==> src/rtl/brd_ctrl_pkg.sv <==
package brd_ctrl_pkg;

  localparam int OFFS_W = 20;

  localparam logic [OFFS_W-1:0] OFF_SWITCH = 20'h00100;
  localparam logic [OFFS_W-1:0] OFF_LED    = 20'h00200;
  localparam logic [OFFS_W-1:0] OFF_WORD   = 20'h00410;
  localparam logic [OFFS_W-1:0] OFF_CHAR0  = 20'h00418;
  localparam logic [OFFS_W-1:0] OFF_SOFT   = 20'h00500;
  localparam logic [OFFS_W-1:0] OFF_GPOUT  = 20'h00A00;
  localparam logic [OFFS_W-1:0] OFF_TWIN   = 20'h00B00;
  localparam logic [OFFS_W-1:0] OFF_TWOE   = 20'h00B08;
  localparam logic [OFFS_W-1:0] OFF_TWOUT  = 20'h00B10;
  localparam logic [OFFS_W-1:0] OFF_TWSEL  = 20'h00B18;

  localparam int CHAR_STRIDE_LG = 3;
  localparam logic [7:0] CHAR_BLANK = 8'h20;

  typedef enum logic [3:0] {
    SEL_NONE,
    SEL_SWITCH,
    SEL_LED,
    SEL_WORD,
    SEL_CHAR,
    SEL_SOFT,
    SEL_GPOUT,
    SEL_TWIN,
    SEL_TWOE,
    SEL_TWOUT,
    SEL_TWSEL
  } reg_sel_e;

  // One nibble to its uppercase ASCII hex digit.
  function automatic logic [7:0] nib_to_ascii(input logic [3:0] n);
    if (n < 4'd10) return 8'h30 + {4'h0, n};
    else           return 8'h37 + {4'h0, n};
  endfunction

  // Character idx of a word rendered most significant nibble first.
  function automatic logic [7:0] word_char(input logic [31:0] w, input int idx);
    return nib_to_ascii(w[31-4*idx -: 4]);
  endfunction

endpackage

==> src/rtl/brd_ctrl_decode.sv <==
module brd_ctrl_decode
  import brd_ctrl_pkg::*;
#(
  parameter int DEC_W = 20,
  parameter int NCHAR = 8,
  localparam int IDX_W = $clog2(NCHAR)
) (
  input  logic [DEC_W-1:0] offs,
  output reg_sel_e         sel,
  output logic [IDX_W-1:0] char_idx
);

  localparam logic [DEC_W-1:0] CHAR_LO = DEC_W'(OFF_CHAR0);
  localparam logic [DEC_W-1:0] CHAR_HI = DEC_W'(OFF_CHAR0 + (NCHAR << CHAR_STRIDE_LG));
  localparam logic [IDX_W-1:0] BASE_IDX = IDX_W'(OFF_CHAR0 >> CHAR_STRIDE_LG);

  logic in_char_win;

  assign in_char_win = (offs >= CHAR_LO) && (offs < CHAR_HI) &&
                       (offs[CHAR_STRIDE_LG-1:0] == '0);
  assign char_idx    = offs[IDX_W+CHAR_STRIDE_LG-1:CHAR_STRIDE_LG] - BASE_IDX;

  always_comb begin
    sel = SEL_NONE;
    if (in_char_win)                    sel = SEL_CHAR;
    else if (offs == DEC_W'(OFF_SWITCH)) sel = SEL_SWITCH;
    else if (offs == DEC_W'(OFF_LED))    sel = SEL_LED;
    else if (offs == DEC_W'(OFF_WORD))   sel = SEL_WORD;
    else if (offs == DEC_W'(OFF_SOFT))   sel = SEL_SOFT;
    else if (offs == DEC_W'(OFF_GPOUT))  sel = SEL_GPOUT;
    else if (offs == DEC_W'(OFF_TWIN))   sel = SEL_TWIN;
    else if (offs == DEC_W'(OFF_TWOE))   sel = SEL_TWOE;
    else if (offs == DEC_W'(OFF_TWOUT))  sel = SEL_TWOUT;
    else if (offs == DEC_W'(OFF_TWSEL))  sel = SEL_TWSEL;
  end

endmodule

==> src/rtl/brd_ctrl_display.sv <==
module brd_ctrl_display
  import brd_ctrl_pkg::*;
#(
  parameter int NCHAR  = 8,
  parameter int DATA_W = 32,
  localparam int IDX_W = $clog2(NCHAR)
) (
  input  logic              clk,
  input  logic              rst_n,
  input  logic              word_we,
  input  logic              char_we,
  input  logic [IDX_W-1:0]  char_idx,
  input  logic [DATA_W-1:0] wdata,
  output logic [8*NCHAR-1:0] chars
);

  for (genvar i = 0; i < NCHAR; i++) begin : g_char
    logic [7:0] ch_q;
    always_ff @(posedge clk) begin
      if (!rst_n)                                   ch_q <= CHAR_BLANK;
      else if (word_we)                             ch_q <= word_char(wdata, i);
      else if (char_we && char_idx == IDX_W'(i))    ch_q <= wdata[7:0];
    end
    assign chars[8*i +: 8] = ch_q;
  end

endmodule

==> src/rtl/brd_ctrl_twowire.sv <==
module brd_ctrl_twowire (
  input  logic       clk,
  input  logic       rst_n,
  input  logic       oe_we,
  input  logic       out_we,
  input  logic       sel_we,
  input  logic [1:0] wbits,
  input  logic       sda_in,
  output logic [1:0] oe,
  output logic       scl,
  output logic       sda,
  output logic       sel,
  output logic [1:0] in_val
);

  always_ff @(posedge clk) begin
    if (!rst_n) begin
      oe  <= 2'b00;
      scl <= 1'b1;
      sda <= 1'b1;
      sel <= 1'b0;
    end else begin
      if (oe_we)  oe  <= wbits;
      if (out_we) begin
        scl <= wbits[1];
        sda <= wbits[0];
      end
      if (sel_we) sel <= wbits[0];
    end
  end

  assign in_val = {scl, sda_in};

endmodule

==> src/rtl/brd_ctrl_regs.sv <==
module brd_ctrl_regs
  import brd_ctrl_pkg::*;
#(
  parameter int ADDR_W = 32,
  parameter int DATA_W = 32,
  parameter int DEC_W  = 20,
  parameter int NCHAR  = 8,
  parameter int LED_W  = 8,
  parameter int GP_W   = 8
) (
  input  logic               clk,
  input  logic               rst_n,
  input  logic [ADDR_W-1:0]  bus_addr,
  input  logic               bus_wr,
  input  logic               bus_rd,
  input  logic [DATA_W-1:0]  bus_wdata,
  output logic [DATA_W-1:0]  bus_rdata,
  output logic               bad_addr_o,
  output logic [LED_W-1:0]   led_o,
  output logic [8*NCHAR-1:0] disp_o,
  output logic               soft_rst_o,
  output logic [GP_W-1:0]    gpout_o,
  output logic [1:0]         tw_oe_o,
  output logic               tw_scl_o,
  output logic               tw_sda_o,
  output logic               tw_sel_o,
  input  logic               tw_sda_i
);

  localparam int IDX_W = $clog2(NCHAR);

  reg_sel_e         sel;
  logic [IDX_W-1:0] char_idx;
  logic [1:0]       tw_in_val;

  // Named decode events, also watched by the checker.
  logic sel_none, sel_led, sel_soft, sel_word, sel_char, sel_twout;
  assign sel_none  = (sel == SEL_NONE);
  assign sel_led   = (sel == SEL_LED);
  assign sel_soft  = (sel == SEL_SOFT);
  assign sel_word  = (sel == SEL_WORD);
  assign sel_char  = (sel == SEL_CHAR);
  assign sel_twout = (sel == SEL_TWOUT);

  brd_ctrl_decode #(.DEC_W(DEC_W), .NCHAR(NCHAR)) u_dec (
    .offs     (bus_addr[DEC_W-1:0]),
    .sel      (sel),
    .char_idx (char_idx)
  );

  brd_ctrl_display #(.NCHAR(NCHAR), .DATA_W(DATA_W)) u_disp (
    .clk      (clk),
    .rst_n    (rst_n),
    .word_we  (bus_wr && sel_word),
    .char_we  (bus_wr && sel_char),
    .char_idx (char_idx),
    .wdata    (bus_wdata),
    .chars    (disp_o)
  );

  brd_ctrl_twowire u_tw (
    .clk    (clk),
    .rst_n  (rst_n),
    .oe_we  (bus_wr && sel == SEL_TWOE),
    .out_we (bus_wr && sel_twout),
    .sel_we (bus_wr && sel == SEL_TWSEL),
    .wbits  (bus_wdata[1:0]),
    .sda_in (tw_sda_i),
    .oe     (tw_oe_o),
    .scl    (tw_scl_o),
    .sda    (tw_sda_o),
    .sel    (tw_sel_o),
    .in_val (tw_in_val)
  );

  always_ff @(posedge clk) begin
    if (!rst_n) begin
      led_o      <= '0;
      gpout_o    <= '0;
      soft_rst_o <= 1'b0;
    end else begin
      soft_rst_o <= bus_wr && sel_soft;
      if (bus_wr && sel_led)          led_o   <= bus_wdata[LED_W-1:0];
      if (bus_wr && sel == SEL_GPOUT) gpout_o <= bus_wdata[GP_W-1:0];
    end
  end

  logic [DATA_W-1:0] rd_mux;
  always_comb begin
    rd_mux = '0;
    case (sel)
      SEL_LED:   rd_mux = DATA_W'(led_o);
      SEL_GPOUT: rd_mux = DATA_W'(gpout_o);
      SEL_TWIN:  rd_mux = DATA_W'(tw_in_val);
      SEL_TWOE:  rd_mux = DATA_W'(tw_oe_o);
      SEL_TWOUT: rd_mux = DATA_W'({tw_scl_o, tw_sda_o});
      SEL_TWSEL: rd_mux = DATA_W'(tw_sel_o);
      default:   rd_mux = '0;
    endcase
  end

  always_ff @(posedge clk) begin
    if (!rst_n) begin
      bus_rdata  <= '0;
      bad_addr_o <= 1'b0;
    end else begin
      bad_addr_o <= bus_rd && sel_none;
      if (bus_rd) bus_rdata <= rd_mux;
    end
  end

endmodule

==> config.mk <==
export PLATFORM = sky130hd
export DESIGN_NAME = brd_ctrl_regs
export DESIGN_NICKNAME = d
export VERILOG_FILES = /design/src/rtl/brd_ctrl_pkg.sv /design/src/rtl/brd_ctrl_decode.sv /design/src/rtl/brd_ctrl_display.sv /design/src/rtl/brd_ctrl_twowire.sv /design/src/rtl/brd_ctrl_regs.sv
export SDC_FILE = /design/constraint.sdc
export NUM_CORES = 1
export LEC_CHECK = 0
export BUFFER_PORTS_ARGS = -buffer_cell sky130_fd_sc_hd__clkbuf_2
export CORE_MARGIN = 8
export CORE_UTILIZATION = 35
export DETAILED_ROUTE_END_ITERATION = 10
export GPL_TIMING_DRIVEN = 1
export SETUP_SLACK_MARGIN = 0.1
export SYNTH_ARGS = -nofsm -noshare
export SYNTH_HDL_FRONTEND = slang
export SYNTH_HIERARCHICAL = 1
export SYNTH_SLANG_ARGS = --single-unit
==> constraint.sdc <==
create_clock -name clk -period 3.7 [get_ports clk]
set_input_delay 0.74 -clock clk [delete_from_list [all_inputs] [get_ports clk]]
set_output_delay 0.74 -clock clk [all_outputs]
set_load 0.01 [all_outputs]
==> impl_metrics.csv <==
group,metric,value,unit
run_status,status,"finished, final reports clean",
global_routing,grt_max_degree,34,
critical_path,cp.depth,12,
synthesis,syn_avg_cell_area,8.76,um2
synthesis,synth-seq-area-share,36.1,%
critical_path,cp-start-kind,"input pin",
clocking,clockBufferDepth,2,
synthesis,yosysUniqueCellTypes,62,
clocking,hold_buffers,0,
global_routing,antenna_found_initial,0,
critical_path,critPathKind,"in -> reg",
sta,finalMaxSlewViolations,0,
floorplan,die_w,139,um
critical_path,rr_worst_depth,4,
synthesis,async_reset_ff_share,0,%
floorplan,initial_core_util,35.2,%
finish,fillCellCount,1591,
clocking,cts_inserted_buffers,9,
critical_path,crit_start,"bus_addr[9]",
job,max_cap_violations,0,
sta,rsz0062_at_grt,"no",
routing,vias,4792,
sta,finalSetupTns,0,ns
finish,drive_gt1_share,28.3,%
floorplan,fp.dieArea,19200,um2
sta,max_freq,0.311,GHz
floorplan,num_io_pins,188,
routing,drt_first_pass_iters,7,
place,dp_hpwl,12.1,mm
finish,syn2layout_area_growth,21.8,%
global_routing,grt_pass1_vias,4544,
routing,vias_per_cell,5.07,
critical_path,cp_max_fo,9,
critical_path,worst_path_max_delay_cell,"or4b_4",
critical_path,arrival,3.45,ns
clocking,cts_tree,"done",
clocking,h-tree-depth,3,
floorplan,die_h,139,um
finish,fin_cells,945,
critical_path,timing.rr.end,"bus_rdata[0]$_SDFFE_PN0P_",
routing,drt-total-wl,16.1,mm
synthesis,yosys_warnings,6,
finish,nets,831,
finish,ff_latch_area,1900,um2
sta,layout_worst_path_cycle_share,87.0,%
synthesis,synthesis.area,5270,um2
hold_path,hold_path.class,"reg -> reg",
global_routing,track_usage,16.4,%
clocking,cts_root_buf,"clkbuf_16",
sta,skew,0.00403,ns
sta,setup_viol,0,
routing,wl_per_cell,17.0,um
critical_path,regToRegSetupSlack,2.64,ns
finish,design_area,6420,um2
critical_path,cp_num_buf_inv,3,
critical_path,critical-path-top-delay-family,"simple AND/OR/NAND/NOR gates",
critical_path,worstPathCellList,"clkbuf_2 -> or4b_4 -> a2111oi_4 -> a21oi_2 -> a21oi_2 -> nand3b_4 -> nor3_1 -> buf_4 -> and4bb_1 -> buf_4 -> mux2i_1 -> a21oi_1",
sta,worst_pin_slew,0.877,ns
finish,n_antenna_cell,0,
sta,slew_headroom,41.5,%
routing,first_iter_violations,334,
sta,fin_crit,3.22,ns
global_routing,overflow,0,
pwr,cellLeakagePower,2.79,nW
place,placed_cell_area,6140,um2
synthesis,synth_seq_cells,95,
clocking,path_clk_slew,0.07,ns
global_routing,grt_pass1_wl,25.4,mm
critical_path,endpoint_kind,"flip-flop",
critical_path,r2r_start,"u_tw/sel$_SDFFE_PN0P_",
critical_path,cpPeakStageDelay,0.56,ns
synthesis,netlist_instances,602,
pwr,p_per_area,328,nW/um2
routing,ant_nets,0,
finish,multi_input_area,2940,um2
place,gp_congestion,0.854,
floorplan,rows,45,
sta,final-hold-violation-count,0,
synthesis,synth-edff-count,0,
synthesis,synthFlopType,"dfxtp_1",
clocking,cts_sinks,95,
critical_path,crit_end,"u_disp/g_char[2].ch_q[3]$_SDFFE_PN0P_",
clocking,clk_latency,0.34,ns
routing,drc_errors,0,
critical_path,cp.required,3.93,ns
place,dp_cells,930,
place,portBuffers,151,
pwr,ir_worst_vdd,0.223,mV
floorplan,core,15000,um2
-- layout by cell type, fill, tap and decap left out, types with 4 or more instances in the layout --
cell       Yosys  layout
nor2b_1       14      14
clkbuf_16      0       9
a21oi_1       59      59
buf_4         31      26
ha_1           9       9
clkbuf_2       0     151
nor3_1        11      11
o31ai_1        4       4
nor4_1         4       4
a22oi_1        6       6
xnor2_1        9       9
o211ai_1      10      10
inv_1         22      22
nand2_1       44      44
dfxtp_1       95      95
a211oi_1      15      15
o21ai_0       30      30
mux2i_1       68      68
nand3_1        6       6
nor2_1        54      53
conb_1         1      24
nor3b_1        9       9
o21a_1        13      13
-- state kept, by name, indices dropped and copies added (netlist names) --
signal,flops
bad_addr_o,1
bus_rdata,8
gpout_o,8
led_o,8
soft_rst_o,1
u_disp/g_char.ch_q,64
u_tw/oe,2
u_tw/scl,1
u_tw/sda,1
u_tw/sel,1
-- through the flow --
stage | hold slack, ns | util (%) | setup WS, ns | total power [mW]
6_report | 0.453 | 42.9 | 0.480 | 2.11
3_5_place_dp | 0.445 | 41.0 | 0.0240 | 1.24
2_1_floorplan | 0.476 | - | 0.259 | 1.17
4_1_cts | 0.453 | 42.8 | 0.377 | 2.13
5_1_grt | 0.473 | 42.9 | 0.255 | 2.19
3_3_place_gp | 0.434 | 41.0 | 0.0900 | 1.24
-- what timing repair did --
item,CTS,global route
hold endpoints to repair,0,0
resized for setup,0,2
setup buffers,0,0
endpoints found under the setup margin,0,8
-- cell families after synthesis --
group,after synthesis,share of synthesized area [%]
xor+xnor,9,1.50
fa+ha+maj,9,2.14
compound gates,157,18.9
flops,95,36.1
simple gates,177,18.4
mux,68,12.9
buf+inv,86,10.0
other cells,1,0.0711
-- worst min path at each step --
stage	from	endpoint	slack (ns)	cells after the start
6_report	bus_rdata[2]$_SDFFE_PN0P_	bus_rdata[2]$_SDFFE_PN0P_	0.45	2
5_1_grt	u_disp/g_char[7].ch_q[3]$_SDFFE_PN0P_	u_disp/g_char[7].ch_q[3]$_SDFFE_PN0P_	0.47	2
3_3_place_gp	bus_rdata[2]$_SDFFE_PN0P_	bus_rdata[2]$_SDFFE_PN0P_	0.43	2
2_1_floorplan	u_disp/g_char[7].ch_q[4]$_SDFFE_PN0P_	u_disp/g_char[7].ch_q[4]$_SDFFE_PN0P_	0.48	2
4_1_cts	u_disp/g_char[7].ch_q[4]$_SDFFE_PN0P_	u_disp/g_char[7].ch_q[4]$_SDFFE_PN0P_	0.45	2
3_5_place_dp	bus_rdata[6]$_SDFFE_PN0P_	bus_rdata[6]$_SDFFE_PN0P_	0.44	2
-- worst register-to-register path, stage by stage, from the launching register on --
cell and delay [ns]:
dfxtp_1 0.38, nand3b_1 0.09, a21oi_1 0.16, a31oi_1 0.06, a221oi_1 0.28
-- synth_stat cells, types with 12 or more instances --
cell type / n / area (um2)
dfxtp_1: 95 / 1900
mux2i_1: 68 / 681
a21oi_1: 59 / 295
nor2_1: 54 / 203
nand2_1: 44 / 165
buf_4: 31 / 233
o21ai_0: 30 / 150
inv_1: 22 / 82.6
a211oi_1: 15 / 113
nor2b_1: 14 / 87.6
o21a_1: 13 / 97.6
clkbuf_1: 12 / 45.0
-- cell type report --
class                           count  share of cell area (%)
Clock buffer                       11                    3.94
Multi-Input combinational cell    444                    45.7
Inverter                           25                    1.46
Timing Repair Buffer              178                    15.1
Tap cell                          188                    3.66
Clock inverter                      4                   0.448
Sequential cell                    95                    29.6
-- metal layers --
metal  global-route usage (%)  vias up  routed length, um
met5                        0        -                  0
met4                     3.93        0                138
met3                     7.13       13               1750
met2                     26.1      169               7270
met1                     20.1     2214               6930
li1                         -     2396                  -
-- power by group --
| group | internal (mW) | switching, mW | leakage [nW] |
|---|---|---|---|
| clock network | 0.490 | 0.402 | 0.134 |
| logic | 0.0657 | 0.126 | 1.89 |
| registers | 1.02 | 0.000130 | 0.765 |
| total | 1.58 | 0.528 | 2.79 |
No activity file was read; power rests on OpenSTA's default activity.
